===== src/rtl/pmul16_pkg.sv =====
package pmul16_pkg;
  typedef enum logic [1:0] {
    MODE_HI   = 2'd0,
    MODE_LO   = 2'd1,
    MODE_MADD = 2'd2,
    MODE_RSV  = 2'd3
  } pmul_mode_e;
endpackage


===== src/rtl/pmul16_lane_mul.sv =====
module pmul16_lane_mul #(
  parameter int LANE_W = 16,
  localparam int PROD_W = 2 * LANE_W
) (
  input  logic              clk_i,
  input  logic              rst_ni,
  input  logic              en_i,
  input  logic [LANE_W-1:0] a_i,
  input  logic [LANE_W-1:0] b_i,
  output logic [PROD_W-1:0] prod_o
);
  logic signed [PROD_W-1:0] a_ext, b_ext, prod_d;

  assign a_ext  = PROD_W'($signed(a_i));
  assign b_ext  = PROD_W'($signed(b_i));
  assign prod_d = a_ext * b_ext;  // exact in PROD_W for signed LANE_W inputs

  always_ff @(posedge clk_i or negedge rst_ni) begin
    if (!rst_ni)   prod_o <= '0;
    else if (en_i) prod_o <= prod_d;
  end
endmodule


===== src/rtl/pmul16_combine.sv =====
module pmul16_combine
  import pmul16_pkg::*;
#(
  parameter int LANE_W = 16,
  parameter int LANES  = 4,
  localparam int PROD_W = 2 * LANE_W,
  localparam int DATA_W = LANES * LANE_W,
  localparam int PAIRS  = LANES / 2
) (
  input  logic                    clk_i,
  input  logic                    rst_ni,
  input  logic                    en_i,
  input  pmul_mode_e              mode_i,
  input  logic [LANES*PROD_W-1:0] prod_i,
  output logic [DATA_W-1:0]       result_o
);
  logic [DATA_W-1:0] hi_w, lo_w, madd_w, res_d;

  for (genvar l = 0; l < LANES; l++) begin : g_lane
    assign hi_w[l*LANE_W +: LANE_W] = prod_i[l*PROD_W + LANE_W +: LANE_W];
    assign lo_w[l*LANE_W +: LANE_W] = prod_i[l*PROD_W +: LANE_W];
  end

  // pair sums wrap in PROD_W
  for (genvar p = 0; p < PAIRS; p++) begin : g_pair
    assign madd_w[p*PROD_W +: PROD_W] = prod_i[(2*p)*PROD_W +: PROD_W]
                                      + prod_i[(2*p+1)*PROD_W +: PROD_W];
  end

  always_comb begin
    unique case (mode_i)
      MODE_HI:   res_d = hi_w;
      MODE_LO:   res_d = lo_w;
      MODE_MADD: res_d = madd_w;
      default:   res_d = '0;
    endcase
  end

  always_ff @(posedge clk_i or negedge rst_ni) begin
    if (!rst_ni)   result_o <= '0;
    else if (en_i) result_o <= res_d;
  end
endmodule


===== src/rtl/pmul16_unit.sv =====
module pmul16_unit
  import pmul16_pkg::*;
#(
  parameter int LANE_W = 16,
  parameter int LANES  = 4,
  localparam int PROD_W = 2 * LANE_W,
  localparam int DATA_W = LANES * LANE_W
) (
  input  logic              clk_i,
  input  logic              rst_ni,
  input  logic              valid_i,
  input  logic [1:0]        mode_i,
  input  logic [DATA_W-1:0] a_i,
  input  logic [DATA_W-1:0] b_i,
  output logic              valid_o,
  output logic [DATA_W-1:0] result_o
);
  logic                    s1_vld_q;
  pmul_mode_e              s1_mode_q;
  logic [LANES*PROD_W-1:0] s1_prod;

  always_ff @(posedge clk_i or negedge rst_ni) begin
    if (!rst_ni) begin
      s1_vld_q  <= 1'b0;
      s1_mode_q <= MODE_HI;
      valid_o   <= 1'b0;
    end else begin
      s1_vld_q <= valid_i;
      valid_o  <= s1_vld_q;
      if (valid_i) s1_mode_q <= pmul_mode_e'(mode_i);
    end
  end

  for (genvar l = 0; l < LANES; l++) begin : g_mul
    pmul16_lane_mul #(.LANE_W(LANE_W)) u_mul (
      .clk_i  (clk_i),
      .rst_ni (rst_ni),
      .en_i   (valid_i),
      .a_i    (a_i[l*LANE_W +: LANE_W]),
      .b_i    (b_i[l*LANE_W +: LANE_W]),
      .prod_o (s1_prod[l*PROD_W +: PROD_W])
    );
  end

  pmul16_combine #(.LANE_W(LANE_W), .LANES(LANES)) u_combine (
    .clk_i    (clk_i),
    .rst_ni   (rst_ni),
    .en_i     (s1_vld_q),
    .mode_i   (s1_mode_q),
    .prod_i   (s1_prod),
    .result_o (result_o)
  );

  // ---- assertions ----
  logic [1:0] age_q;
  always_ff @(posedge clk_i or negedge rst_ni) begin
    if (!rst_ni)            age_q <= '0;
    else if (age_q != 2'd3) age_q <= age_q + 2'd1;
  end

  function automatic logic [PROD_W-1:0] smul(logic [LANE_W-1:0] x, logic [LANE_W-1:0] y);
    logic signed [PROD_W-1:0] xe, ye;
    xe = PROD_W'($signed(x));
    ye = PROD_W'($signed(y));
    return xe * ye;
  endfunction


  latency_chk: assert property (@(posedge clk_i) disable iff (!rst_ni)
    (age_q >= 2'd2) |-> (valid_o == $past(valid_i, 2)));


  hi_lane0_chk: assert property (@(posedge clk_i) disable iff (!rst_ni)
    (age_q >= 2'd2 && valid_o && $past(mode_i, 2) == 2'd0) |->
    result_o[LANE_W-1:0] ==
      smul($past(a_i[LANE_W-1:0], 2), $past(b_i[LANE_W-1:0], 2))[PROD_W-1:LANE_W]);


  lo_lane0_chk: assert property (@(posedge clk_i) disable iff (!rst_ni)
    (age_q >= 2'd2 && valid_o && $past(mode_i, 2) == 2'd1) |->
    result_o[LANE_W-1:0] ==
      smul($past(a_i[LANE_W-1:0], 2), $past(b_i[LANE_W-1:0], 2))[LANE_W-1:0]);


  madd_low_chk: assert property (@(posedge clk_i) disable iff (!rst_ni)
    (age_q >= 2'd2 && valid_o && $past(mode_i, 2) == 2'd2) |->
    result_o[PROD_W-1:0] ==
      smul($past(a_i[LANE_W-1:0], 2), $past(b_i[LANE_W-1:0], 2))
    + smul($past(a_i[2*LANE_W-1:LANE_W], 2), $past(b_i[2*LANE_W-1:LANE_W], 2)));


  rsv_zero_chk: assert property (@(posedge clk_i) disable iff (!rst_ni)
    (age_q >= 2'd2 && valid_o && $past(mode_i, 2) == 2'd3) |-> result_o == '0);


  hold_chk: assert property (@(posedge clk_i) disable iff (!rst_ni)
    (age_q >= 2'd1 && !valid_o) |-> $stable(result_o));
endmodule


===== config.mk =====
export PLATFORM = sky130hd
export DESIGN_NAME = pmul16_unit
export DESIGN_NICKNAME = d
export VERILOG_FILES = /design/src/rtl/pmul16_pkg.sv /design/src/rtl/pmul16_lane_mul.sv /design/src/rtl/pmul16_combine.sv /design/src/rtl/pmul16_unit.sv
export SDC_FILE = /design/constraint.sdc
export NUM_CORES = 2
export LEC_CHECK = 0
export ABC_AREA = 1
export BUFFER_PORTS_ARGS = -buffer_cell sky130_fd_sc_hd__buf_2
export CORE_ASPECT_RATIO = 0.6
export CORE_MARGIN = 4
export CORE_UTILIZATION = 65
export CTS_CLUSTER_SIZE = 25
export DETAILED_ROUTE_END_ITERATION = 8
export PLACE_DENSITY = 0.83
export SYNTH_ARGS = -nofsm -noshare
export SYNTH_HDL_FRONTEND = slang
export SYNTH_SLANG_ARGS = --single-unit

===== constraint.sdc =====
create_clock -name clk_i -period 4.8 [get_ports clk_i]
set_input_delay 0.48 -clock clk_i [delete_from_list [all_inputs] [get_ports clk_i]]
set_output_delay 0.48 -clock clk_i [all_outputs]
set_load 0.05 [all_outputs]

==> flow_summary.json <==
{
  "status": "finished with violations",
  "violations": "setup timing",
  "final-instance-count-excl-fill": 9404,
  "clock-root-buffer": "clkbuf_16",
  "slew_headroom_pct": 9.70,
  "htree_levels": 4,
  "ys_warn_count": 0,
  "syn_area_sq_um": 55100,
  "finalHoldViolations": 0,
  "clkTransAtPathRegs_ps": 90,
  "drtIter0Drc": 6680,
  "cp_top_family": "adder cells",
  "crit_path_end_kind": "register",
  "place.gp.congestion": 1.09,
  "path_cells": "buf_8 -> clkinvlp_4 -> buf_12 -> buf_6 -> nor2_4 -> fa_1 -> fa_1 -> fa_1 -> fa_2 -> fa_1 -> inv_2 -> fa_1 -> inv_2 -> ha_4 -> a21oi_4 -> buf_4 -> o21ai_2 -> nor2_2 -> nand4_1 -> nand3_2 -> o21ai_2",
  "ys_async_sr_fraction_pct": 100,
  "dp.cells": 9232,
  "hold_class": "input port to register",
  "holdCritStartpoint": "mode_i[0]",
  "globalRouteMet2Util_pct": 61.5,
  "grt_max_degree": 101,
  "cts_tree": "yes",
  "nets": 9829,
  "totalWireLength_um": 207000,
  "synthDominantCellAreaShare_pct": 38.1,
  "clock_latency_ps": 500,
  "period_share_pct": 111,
  "fmax_ghz": 0.188,
  "fp.dieH_um": 234,
  "yosysUniqueCellTypes": 45,
  "drive_gt1_share_pct": 26.0,
  "fillCellCount": 4651,
  "critPathMaxFanout": 5,
  "critPathMaxStageDelay_ps": 570,
  "crit_buf_inv": 7,
  "avgRoutedWirePerCell_um": 22.0,
  "viasPerCell": 5.85,
  "cts.sinks": 196,
  "hpwl_um": 155000,
  "final_antenna_net_count": 0,
  "required_ps": 5170,
  "r2r_start": "s1_mode_q[0]",
  "synth.top_cells.by_area": "fa_1 38%, nand2_1 15%, inv_1 14%, dfrtp_1 8.9%, ha_1 8.9%",
  "finalSetupViolCount": 80,
  "core_sq_um": 83800,
  "num_rows": 82,
  "hold_path_end": "s1_mode_q[0]",
  "start_kind": "input port",
  "slew_violations": 0,
  "synth_top_area_cell": "fa_1",
  "use_met1_pct": 58.5,
  "path_common_cell": "fa_1",
  "synth-edff-count": 0,
  "cts.path.max_buffers": 2,
  "busiest_layer": "met2",
  "grt_first_pass_wirelength_um": 293000,
  "synth-main-ff-cell": "dfrtp_1",
  "whs_path_depth": 3,
  "grt.overflow.total": 0,
  "yosysSeqAreaShare_pct": 8.90,
  "clock_skew_ps": 17.5,
  "synth_cells": 7540,
  "grt_usage_pct": 42.3,
  "numCtsBuffers": 17,
  "synth.avg_cell_area_sq_um": 7.31,
  "cap_violations": 0,
  "crit_type": "input port to register",
  "portBuffers": 197,
  "drc": 0,
  "regArea_sq_um": 4910,
  "path_depth": 21,
  "io_pins": 198,
  "regToRegSetupSlack_ps": 1590,
  "synth_seq_cells": 196,
  "start_util_pct": 65.8,
  "regToRegEndpoint": "u_combine.result_o[22]",
  "fp.dieArea_sq_um": 89700,
  "fin_setup_tns_ps": -20270,
  "via_count": 55021,
  "first_pass_iters": 8,
  "tightest_slew_ps": 1350,
  "syn_to_final_growth_pct": 28.1,
  "reg2reg_depth": 8,
  "multi_input_area_sq_um": 46800,
  "die_x_um": 384,
  "cp.arrival_ps": 5690,
  "antenna_found_initial": 5,
  "fin_ws_ps": -522,
  "grt_pass1_vias": 53625,
  "synth_nets": 9113,
  "rsz0062_at_grt": "true",
  "slowest_stage": "fa_1",
  "grtUsageMet3_pct": 18.1,
  "min_period_ps": 5320
}
[state kept, by name, indices dropped and copies added (netlist names)]
| register | count |
|---|---|
| g_mul.u_mul.prod_o | 128 |
| s1_mode_q | 2 |
| s1_vld_q | 1 |
| u_combine.result_o | 64 |
| valid_o | 1 |
[what timing repair did]
item	CTS	global route
setup buffers	48	91
hold endpoints to repair	57	0
setup endpoints to repair	88	93
gates cloned	2	7
resized for setup	608	857
pin swaps	256	419
hold buffers	1	0
[layout by cell type, fill, tap and decap left out, types with 92 or more instances in the layout]
cell type and instances:
inv_2 203, nand2_2 137, ha_1 292, fa_1 952
a21oi_1 107, ha_4 92, nand3_1 200, inv_1 1869
dfrtp_1 195, o21ai_0 100, buf_4 639, nor2_1 139
nand2_4 99, fa_2 98, buf_6 172, nand2_1 1943
[cell type report]
cell class | instances | share of cell area, %
clock inverters | 15 | 0.273
flip-flops and latches | 196 | 6.95
well taps | 1134 | 2.01
multi-input cells | 4957 | 66.3
inverters | 2097 | 11.3
clock buffers | 17 | 0.603
repair buffers | 987 | 12.6
diodes | 1 | 0.00354
[per-layer routing]
layer	vias up	share of wire [%]
li1	23321	-
met5	-	0.33
met1	26493	37
met4	18	4.5
met2	4215	42
met3	974	16
[worst reg2reg max path, delay by kind of cell, from the launching register on]
kind / cells / cell delay, ps
buffers and inverters: 3 / 1370
AO/OA/AOI/OAI: 1 / 930
AND/OR/NAND/NOR: 4 / 400
flip-flops: 1 / 450
[worst max path at each step]
| stage | from | slack, ps | to |
|---|---|---|---|
| 2_1_floorplan | b_i[6] | -520 | g_mul[0].u_mul.prod_o[31] |
| 3_3_place_gp | b_i[20] | -1040 | g_mul[1].u_mul.prod_o[12] |
| 3_5_place_dp | a_i[31] | -1080 | g_mul[1].u_mul.prod_o[29] |
| 4_1_cts | b_i[47] | -280 | g_mul[2].u_mul.prod_o[21] |
| 5_1_grt | b_i[15] | -580 | g_mul[0].u_mul.prod_o[21] |
| 6_report | b_i[15] | -520 | g_mul[0].u_mul.prod_o[21] |
[synth_stat cells (2+ instances only)]
cell and number:
nand2_1 2184, nor4_1 2, a21boi_0 6, o211ai_1 10, and3_1 3, o22ai_1 11
o21ai_2 3, a21oi_1 203, o21ai_1 14, o31ai_1 2, nand3b_1 6, nand4_1 71
inv_1 2086, nor2_2 4, nand3_1 282, buf_1 6, o221ai_1 4, a21o_1 7
a21oi_2 2, nor3_1 36, o21ai_0 202, ha_1 390, a221oi_1 3, dfrtp_1 196
nand2_2 11, nor2_1 255, or2_2 28, and2_1 10, a31oi_1 16, fa_1 1050
buf_2 15, clkbuf_1 268, o21a_1 5, a22o_1 7, xnor2_1 54, and2_0 2
xor2_1 13, nor3_2 10, or2_1 5, inv_2 10, o21bai_1 43, nand3_2 2
[metrics by stage]
stage / utilization [%] / setup WS [ps] / hold WS (ps) / instance area [sq um]
6_report: 84.2 / -522 / 224 / 70600
4_1_cts: 79.6 / -284 / 197 / 66700
5_1_grt: 84.2 / -577 / 244 / 70600
3_3_place_gp: 75.8 / -1040 / 459 / 63600
2_1_floorplan: - / -518 / 184 / 58600
3_5_place_dp: 75.8 / -1080 / 460 / 63600
[cell families after synthesis]
family / after synthesis / share of synthesized area, %
buffers and inverters: 2387 / 16.3
adder cells (fa/ha/maj): 1440 / 47.0
AO/OA/AOI/OAI: 538 / 5.41
flip-flops: 196 / 8.90
AND/OR/NAND/NOR: 2912 / 21.4
XOR/XNOR: 67 / 1.06
Power is left out: the tool's default activity adds up to more than one toggle a clock period on the data nets, which glitch-free logic cannot reach.
